**src/rtl/tdma_pkg.sv**
```systemverilog
package tdma_pkg;

    localparam int SEC_W  = 64;
    localparam int NS_W   = 32;
    localparam int FRAC_W = 32;
    localparam int TS_W   = SEC_W + NS_W + FRAC_W;
    localparam int NS_PER_SEC = 1_000_000_000;
    localparam logic [NS_W:0] NS_MOD = (NS_W + 1)'(NS_PER_SEC);

    typedef struct packed {
        logic [SEC_W-1:0]  sec;
        logic [NS_W-1:0]   ns;
        logic [FRAC_W-1:0] frac;
    } tstamp_t;

    typedef enum logic [1:0] {
        ST_OFF  = 2'd0,
        ST_SEEK = 2'd1,
        ST_RUN  = 2'd2
    } seq_state_t;

    // Sum of two timestamps; nanoseconds wrap at one second.
    function automatic tstamp_t ts_add(input tstamp_t a, input tstamp_t b);
        tstamp_t           r;
        logic [FRAC_W:0]   f;
        logic [NS_W:0]     n;
        logic              carry;
        f = {1'b0, a.frac} + {1'b0, b.frac};
        n = {1'b0, a.ns} + {1'b0, b.ns} + {{NS_W{1'b0}}, f[FRAC_W]};
        carry = (n >= NS_MOD);
        r.frac = f[FRAC_W-1:0];
        r.ns   = carry ? NS_W'(n - NS_MOD) : n[NS_W-1:0];
        r.sec  = a.sec + b.sec + SEC_W'(carry);
        return r;
    endfunction

    // With normalised nanoseconds the packed word orders like time.
    function automatic logic ts_ge(input tstamp_t a, input tstamp_t b);
        return a >= b;
    endfunction

endpackage

```
**src/rtl/tdma_ts_add.sv**
```systemverilog
module tdma_ts_add
    import tdma_pkg::*;
(
    input  tstamp_t a,
    input  tstamp_t b,
    output tstamp_t y
);
    assign y = ts_add(a, b);
endmodule

```
**src/rtl/tdma_slot_counter.sv**
```systemverilog
module tdma_slot_counter #(
    parameter int NUM_SLOTS = 4,
    localparam int IDX_W = (NUM_SLOTS > 1) ? $clog2(NUM_SLOTS) : 1
) (
    input  logic             clk,
    input  logic             rst,
    input  logic             clr,
    input  logic             adv,
    output logic [IDX_W-1:0] idx
);
    localparam logic [IDX_W-1:0] LAST = IDX_W'(NUM_SLOTS - 1);

    always_ff @(posedge clk) begin
        if (rst || clr) begin
            idx <= '0;
        end else if (adv) begin
            idx <= (idx == LAST) ? '0 : idx + 1'b1;
        end
    end
endmodule

```
**src/rtl/tdma_slot_sequencer.sv**
```systemverilog
module tdma_slot_sequencer
    import tdma_pkg::*;
#(
    parameter int NUM_SLOTS = 4,
    localparam int IDX_W = (NUM_SLOTS > 1) ? $clog2(NUM_SLOTS) : 1
) (
    input  logic              clk,
    input  logic              rst,
    input  logic              enable,
    input  logic              cfg_update,
    input  logic              tod_valid,
    input  logic [TS_W-1:0]   tod,
    input  logic [TS_W-1:0]   start_time,
    input  logic [TS_W-1:0]   frame_period,
    input  logic [TS_W-1:0]   slot_period,
    input  logic [TS_W-1:0]   active_len,
    output logic [IDX_W-1:0]  slot_idx,
    output logic              slot_start,
    output logic              sched_start,
    output logic              slot_active,
    output logic              locked,
    output logic              error
);
    // Adder slots: frame+frameP, frame+slotP, frame+activeL, slot+slotP, slot+activeL
    localparam int N_ADD = 5;
    localparam int A_FRM_NEXT = 0;
    localparam int A_FRM_SLOT = 1;
    localparam int A_FRM_ACT  = 2;
    localparam int A_SLT_NEXT = 3;
    localparam int A_SLT_ACT  = 4;

    seq_state_t state;
    tstamp_t    nxt_frame, nxt_slot, act_end;
    tstamp_t    now, p_frame, p_slot, p_act;
    tstamp_t    add_a [N_ADD];
    tstamp_t    add_b [N_ADD];
    tstamp_t    add_y [N_ADD];

    assign now     = tstamp_t'(tod);
    assign p_frame = tstamp_t'(frame_period);
    assign p_slot  = tstamp_t'(slot_period);
    assign p_act   = tstamp_t'(active_len);

    always_comb begin
        add_a[A_FRM_NEXT] = nxt_frame; add_b[A_FRM_NEXT] = p_frame;
        add_a[A_FRM_SLOT] = nxt_frame; add_b[A_FRM_SLOT] = p_slot;
        add_a[A_FRM_ACT]  = nxt_frame; add_b[A_FRM_ACT]  = p_act;
        add_a[A_SLT_NEXT] = nxt_slot;  add_b[A_SLT_NEXT] = p_slot;
        add_a[A_SLT_ACT]  = nxt_slot;  add_b[A_SLT_ACT]  = p_act;
    end

    generate
        for (genvar g = 0; g < N_ADD; g++) begin : g_add
            tdma_ts_add u_add (.a(add_a[g]), .b(add_b[g]), .y(add_y[g]));
        end
    endgenerate

    // Boundary comparisons against the current time
    logic hit_frame, overrun, hit_slot, hit_act;
    assign hit_frame = ts_ge(now, nxt_frame);
    assign overrun   = ts_ge(now, add_y[A_FRM_NEXT]);
    assign hit_slot  = ts_ge(now, nxt_slot);
    assign hit_act   = ts_ge(now, act_end);

    // Event decode, outer boundary first
    logic go_off, live, fire, jump, adv;
    assign go_off = !enable || cfg_update;
    assign live   = !go_off && tod_valid;
    assign fire   = live && (state != ST_OFF) && hit_frame && !overrun;
    assign jump   = live && (state == ST_RUN) && overrun;
    assign adv    = live && (state == ST_RUN) && !hit_frame && hit_slot;

    tdma_slot_counter #(.NUM_SLOTS(NUM_SLOTS)) u_cnt (
        .clk (clk),
        .rst (rst),
        .clr (go_off || fire || jump),
        .adv (adv),
        .idx (slot_idx)
    );

    always_ff @(posedge clk) begin
        if (rst) begin
            state       <= ST_OFF;
            nxt_frame   <= '0;
            nxt_slot    <= '0;
            act_end     <= '0;
            slot_start  <= 1'b0;
            sched_start <= 1'b0;
            slot_active <= 1'b0;
            locked      <= 1'b0;
            error       <= 1'b0;
        end else begin
            slot_start  <= fire || adv;
            sched_start <= fire;
            if (go_off) begin
                state       <= ST_OFF;
                locked      <= 1'b0;
                error       <= 1'b0;
                slot_active <= 1'b0;
            end else if (state == ST_OFF) begin
                nxt_frame <= tstamp_t'(start_time);
                state     <= ST_SEEK;
            end else if (tod_valid) begin
                if (overrun) begin
                    if (state == ST_SEEK) begin
                        nxt_frame <= add_y[A_FRM_NEXT];
                    end else begin
                        error       <= 1'b1;
                        locked      <= 1'b0;
                        slot_active <= 1'b0;
                        nxt_frame   <= tstamp_t'(start_time);
                        state       <= ST_SEEK;
                    end
                end else if (hit_frame) begin
                    nxt_frame   <= add_y[A_FRM_NEXT];
                    nxt_slot    <= add_y[A_FRM_SLOT];
                    act_end     <= add_y[A_FRM_ACT];
                    slot_active <= 1'b1;
                    locked      <= 1'b1;
                    state       <= ST_RUN;
                end else if (state == ST_RUN) begin
                    if (hit_slot) begin
                        nxt_slot    <= add_y[A_SLT_NEXT];
                        act_end     <= add_y[A_SLT_ACT];
                        slot_active <= 1'b1;
                    end else if (hit_act) begin
                        slot_active <= 1'b0;
                    end
                end
            end
        end
    end
endmodule

```
**config.mk**
```make
export PLATFORM = sky130hd
export DESIGN_NAME = tdma_slot_sequencer
export DESIGN_NICKNAME = d
export VERILOG_FILES = /design/src/rtl/tdma_pkg.sv /design/src/rtl/tdma_ts_add.sv /design/src/rtl/tdma_slot_counter.sv /design/src/rtl/tdma_slot_sequencer.sv
export SDC_FILE = /design/constraint.sdc
export NUM_CORES = 2
export LEC_CHECK = 0
export ABC_AREA = 1
export BUFFER_PORTS_ARGS = -buffer_cell sky130_fd_sc_hd__buf_2
export CAP_MARGIN = 25
export CELL_PAD_IN_SITES_DETAIL_PLACEMENT = 0
export CELL_PAD_IN_SITES_GLOBAL_PLACEMENT = 1
export CORE_UTILIZATION = 47
export CTS_CLUSTER_SIZE = 16
export DETAILED_ROUTE_END_ITERATION = 16
export PLACE_DENSITY_LB_ADDON = 0.2
export SLEW_MARGIN = 20
export SYNTH_ARGS = -nofsm -noshare
export SYNTH_HDL_FRONTEND = slang
export SYNTH_HIERARCHICAL = 1
export SYNTH_SLANG_ARGS = --single-unit
```
**constraint.sdc**
```tcl
create_clock -name clk -period 25.8 [get_ports clk]
set_clock_uncertainty 0.05 [all_clocks]
set_input_delay 2.58 -clock clk [delete_from_list [all_inputs] [get_ports clk]]
set_output_delay 2.58 -clock clk [all_outputs]
set_load 0.005 [all_outputs]
```
-- Word level (Yosys, flattened, before mapping)
Cells that the tools add are included.
- multiplexer cells: 30
- reduce and logical (&&, ||, !) cells: 35
- bitwise logic cells: 4
- $add $sub $neg: 31
- equal/unequal tests: 5
- magnitude comparators: 9
- operator list (kind ; count):
    128-bit 2-to-1 mux ; 11
    128-bit >= comparator ; 4
    32-bit by 32-bit adder with 33-bit output ; 10
    64-bit by 1-bit adder with 64-bit output ; 5
    64-bit adder ; 5
    33-bit by 1-bit adder with 33-bit output ; 5
    33-bit by 30-bit >= comparator with 1-bit output, second input constant ; 5
    32-bit 2-to-1 mux ; 5
    32-bit by 30-bit subtractor with 32-bit output, second input constant ; 5
    1-bit 2-to-1 mux ; 10
    2-bit nonzero test ; 5
    3-bit AND reduction ; 3
    1-bit logical AND ; 8
    2-bit 2-to-1 mux ; 4
    4-bit AND reduction ; 2
    6-bit AND reduction ; 1
    3-bit nonzero test ; 2
    1-bit logical OR ; 5
    5-bit AND reduction ; 1
    2-bit == test, second input constant ; 2
    1-bit zero test ; 4
    1-bit NOT ; 4
    4-bit nonzero test ; 1
    3-bit != test, second input constant ; 1
    other kinds (6) ; 6
- bits of input ports: 645
- word-level logic and storage cells: 131
- register bits: 393
- output and inout port bits: 7

-- Logic depth before layout (Yosys ltp)
- depth in word-level cells: 10
- depth in mapped cells: 63

-- By module
The synthesis kept the hierarchy.
- modules (own cells, without submodules) (module ; cells an instance ; instances ; area an instance (um^2) ; seq. area each (um^2)):
    tdma_ts_add (g_add[0].u_add ...) ; 1830 ; 4 ; 9610.5 ; 0.0
    tdma_slot_sequencer ; 5617 ; 1 ; 34252.9 ; 7827.5
    tdma_ts_add (g_add[4].u_add) ; 1757 ; 1 ; 9376.5 ; 0.0
    tdma_slot_counter ; 14 ; 1 ; 97.6 ; 40.0

-- Least setup slack after synthesis
No wires, ideal clock.
- path kind: input -> register
- start point: in frame_period[0]
- end point: reg u_cnt.idx[1]
- arrival: 10027 ps
- required time: 25637 ps
- path buffers: 3
- cell stages on the path: 60
- slack: 15611 ps
- cells stage by stage: ha_1 > fa_1 > nand3_1 > nand2_1 > nand4_1 > nand3_1 > a21o_1 > a21o_1 > a211oi_1 > fa_1 > inv_1 > fa_1 > nand3_1 > nand3_1 > nand2_1 > nand2_1 > nand2_1 > nand2_1 > [24 not listed] > o21a_1 > nand2_1 > nand2_1 > nand2_1 > nand2_1 > nand2_1 > a21oi_1 > nand2_2 > inv_2 > nand2_4 > nor2_4 > buf_2 > buf_2 > nand2_1 > nand2_1 > nor2_2 > nand2_1 > nor2_1
- RTL lines (element ; line ; source):
    from (decl) ; tdma_slot_sequencer.sv:14 ; input logic [TS_W-1:0] frame_period,
    to (signal assigned) ; tdma_slot_counter.sv:17 ; idx <= (idx == LAST) ? '0 : idx + 1'b1;
    to (decl) ; tdma_slot_counter.sv:9 ; output logic [IDX_W-1:0] idx

==> results.md <==
* Number of global-route vias before repair at 88155
* DRC Markers at 0
* Highest cell delay on the worst timing path at 910 ps
* Run status: completed
* Sum of negative setup slack at 0 ps
* Via-per-instance ratio at 5.47
* Critical Path Sink Type: register
* Half-perimeter wire length after placement at 322 mm
* Fin. Hold Viols at 0
* Number of max-slew violations in the final report at 0
* Area Growth Syn to Fin at 8.72%
* Synth Area in Simple Gates at 42.5%
* Upper clock frequency limit at 62.0 MHz
* Start-to-end type of the worst setup path: in2reg
* Class of the tightest hold or removal check: reg2reg
* Width of the die at 420 um
* Kind of launch point of the worst setup path: input port
* Power Total at 0.00364 W
* Pwr per Cell Area at 40.8 nW/um^2
* Critical Path Most Common Cell: sky130_fd_sc_hd__nand2_1
* Critical path data required time at 26420 ps
* Worst-Margin Slew at 1200 ps
* Proportion of register bits with asynchronous set or reset after synthesis at 0%
* First-pass GRT wire length at 544 mm
* Maximum number of pins on one net before global-route repair at 177
* Peak supply drop at 0.0628 mV
* Final RePlAce weighted congestion at 1.07
* Max Cap Violations at 0
* Crit-path slowest cell: sky130_fd_sc_hd__and2_4
* WP data arrival at 16760 ps
* Share of synthesized cell area in full adder, half adder and majority cells at 17.9%
* Number of flip-flops and latches in the synthesized netlist at 393
* Placeable core region at 174000 um^2
* CTS Hold Buffers Added at 0
* RSZ-0062 raised after global routing: false
* Number of enable-type register cells in the synthesized netlist at 0
* Main combinational cell family by area after synthesis: simple AND/OR/NAND/NOR gates
* Worst slew margin at 19.3%
* Setup-violating endpoint count in the final report at 0
* Time the worst path needs with I/O delays and setup at 16140 ps
* Number of search-and-repair iterations in the first detailed-routing pass at 7
* Maximum count of clock buffers along a single path at 3
* Critical Path Fanout Max at 75
* Fraction of the yosys area taken by sequential cells at 9.57%
* Height of the chip at 420 um
* TritonCTS buffer count at 57
* Via total after detailed routing at 96292
* Number of nets at the end of the flow at 16986
* Gate count of the mapped netlist at 14708
* Final period utilization at 62.5%
* H-tree level count at 2
* Most used cells in the layout excluding fill and tap cells: 4832 x sky130_fd_sc_hd__nand2_1, 1976 x sky130_fd_sc_hd__inv_1, 1973 x sky130_fd_sc_hd__nor2_1
* Root Driver: sky130_fd_sc_hd__clkbuf_16
* Layout Utilization at 51.4%
* Total I/O pin count at 652
* Setup Fix Bufs, Post-CTS at 0
* Initial cell density of the core at 47.3%
* Clock tree from TritonCTS: built
* Resized cells post-CTS at 0
* Total nets after synthesis at 16516
* Routed length per placed instance at 21.5 um
* Count of yosys warnings during synthesis at 6
* Final ANT Viol Nets at 0
* Number of DRC markers after the initial detailed-route iteration at 9083
* Gr ovfl total at 0
* Synthesized cell area at 82200 um^2
* Number of distinct library cells after synthesis at 56
* Final wirelength at 378 mm
* Die ar. at 177000 um^2
* Multiplexer share of the synthesized area at 0%
* Share of final-layout standard cells stronger than drive strength 1 at 6.94%
* Cell row count at 153
* Count of buffers from port buffering at 651
* Number of antenna violations at the first check in global routing at 77
* Post-Syn Area per Cell at 5.59 um^2
* Compound-gate portion of the synthesized area at 12.7%
* Clock latency of the later-clocked register in the worst-skew pair at 770 ps
* CTS Sinks at 393
* Top flip-flop cell by instance count after synthesis: sky130_fd_sc_hd__dfxtp_1
* Total leakage power at 48.7 nW
* Global Route Usage Sum at 41.1%
* Parity-gate share of the synthesized area counting xor and xnor cells at 6.04%
* Clock-pin slew of the registers on the worst-case setup and hold paths at 60 ps
* Most frequent standard cell in the layout excluding fill and tap cells: sky130_fd_sc_hd__nand2_1
==> where the power goes <==
part | internal, W | switching [W] | leakage, nW
clock | 0.000516 | 0.000370 | 0.980
sequential | 0.000629 | 0.0000662 | 3.19
combinational | 0.000674 | 0.00139 | 44.5
==> cells in the mapped netlist, drive strengths merged, types with 17 or more instances <==
| cell type | instances | area (um^2) |
|---|---|---|
| nand2 | 4921 | 18700 |
| nor2 | 2053 | 7980 |
| inv | 2028 | 7610 |
| ha | 1143 | 14300 |
| a21oi | 988 | 4960 |
| nand3 | 772 | 3980 |
| o21ai | 446 | 2230 |
| dfxtp | 393 | 7870 |
| xor2 | 377 | 3300 |
| nand3b | 285 | 2140 |
| buf | 191 | 1230 |
| xnor2 | 190 | 1660 |
| a31oi | 150 | 938 |
| nand4 | 130 | 838 |
| nor3 | 116 | 641 |
| clkbuf | 91 | 342 |
| a21o | 80 | 601 |
| o21a | 60 | 450 |
| nor4 | 40 | 256 |
| o21bai | 40 | 300 |
| a21boi | 39 | 293 |
| o211ai | 28 | 210 |
| and2 | 23 | 148 |
| and3 | 21 | 131 |
| fa | 20 | 400 |
| a221oi | 19 | 166 |
| a211oi | 17 | 128 |
==> sequential cells by signal, summed over array words and instances (netlist names) <==
name / flops
act_end: 128
add_a: 256
error: 1
locked: 1
sched_start: 1
slot_active: 1
slot_start: 1
state: 2
u_cnt/idx: 2
==> final timing paths <==
check                            startpoint                   endpoint  slack (ps)  depth (start not counted)
setup reg to reg    add_a[256]$_SDFFE_PP0P_    add_a[123]$_SDFFE_PP0P_       11120                         54
hold reg to reg   act_end[106]$_SDFFE_PP0P_  act_end[106]$_SDFFE_PP0P_         430                          2
setup / recovery            frame_period[0]    add_a[123]$_SDFFE_PP0P_        9660                         55
hold / removal    act_end[106]$_SDFFE_PP0P_  act_end[106]$_SDFFE_PP0P_         430                          2
==> critical path: cells and delay by family <==
family	cells	cell delay [ps]
and+or+nand+nor	32	6580
AOI/OAI and AO/OA	10	3200
adders and majority gates	6	2040
buffers and inverters	6	1970
xor gates and xnor gates	1	200
==> metal layers <==
layer,GRT usage [%],up-vias,wire [um]
met5,0,-,61
met1,50.7,43107,154000
met4,34.0,8,35100
met2,63.9,3956,162000
met3,5.02,988,27100
li1,-,48233,-
==> cells by family after synthesis <==
kind of cell / count (synthesis)
AND/OR/NAND/NOR: 8379
buffers and inverters: 2317
AO/OA/AOI/OAI: 1889
adder cells (fa/ha/maj): 1163
XOR/XNOR: 567
flip-flops: 393
==> layout make-up <==
type                       instances  area [um^2]
clock inverter                    21          370
tap                             2325         2910
antenna                           57          143
fill                           19669        84500
inverter                        2035         7650
clock buffer                      85         1660
sequential                       393         7870
multi-input combinational      11998        65100
timing repair buffer             693         3600
==> per-stage QoR <==
stage	instances	hold WS (ps)	setup WS (ps)	cell area, um^2
floorplan	14708	392	15610	82200
global placement	17444	412	9510	87200
detailed placement	17444	422	9400	87200
CTS	17550	434	10080	89200
global route	17595	452	8950	89300
finish	17607	427	9660	89300
(Power assumes the default switching activity.)
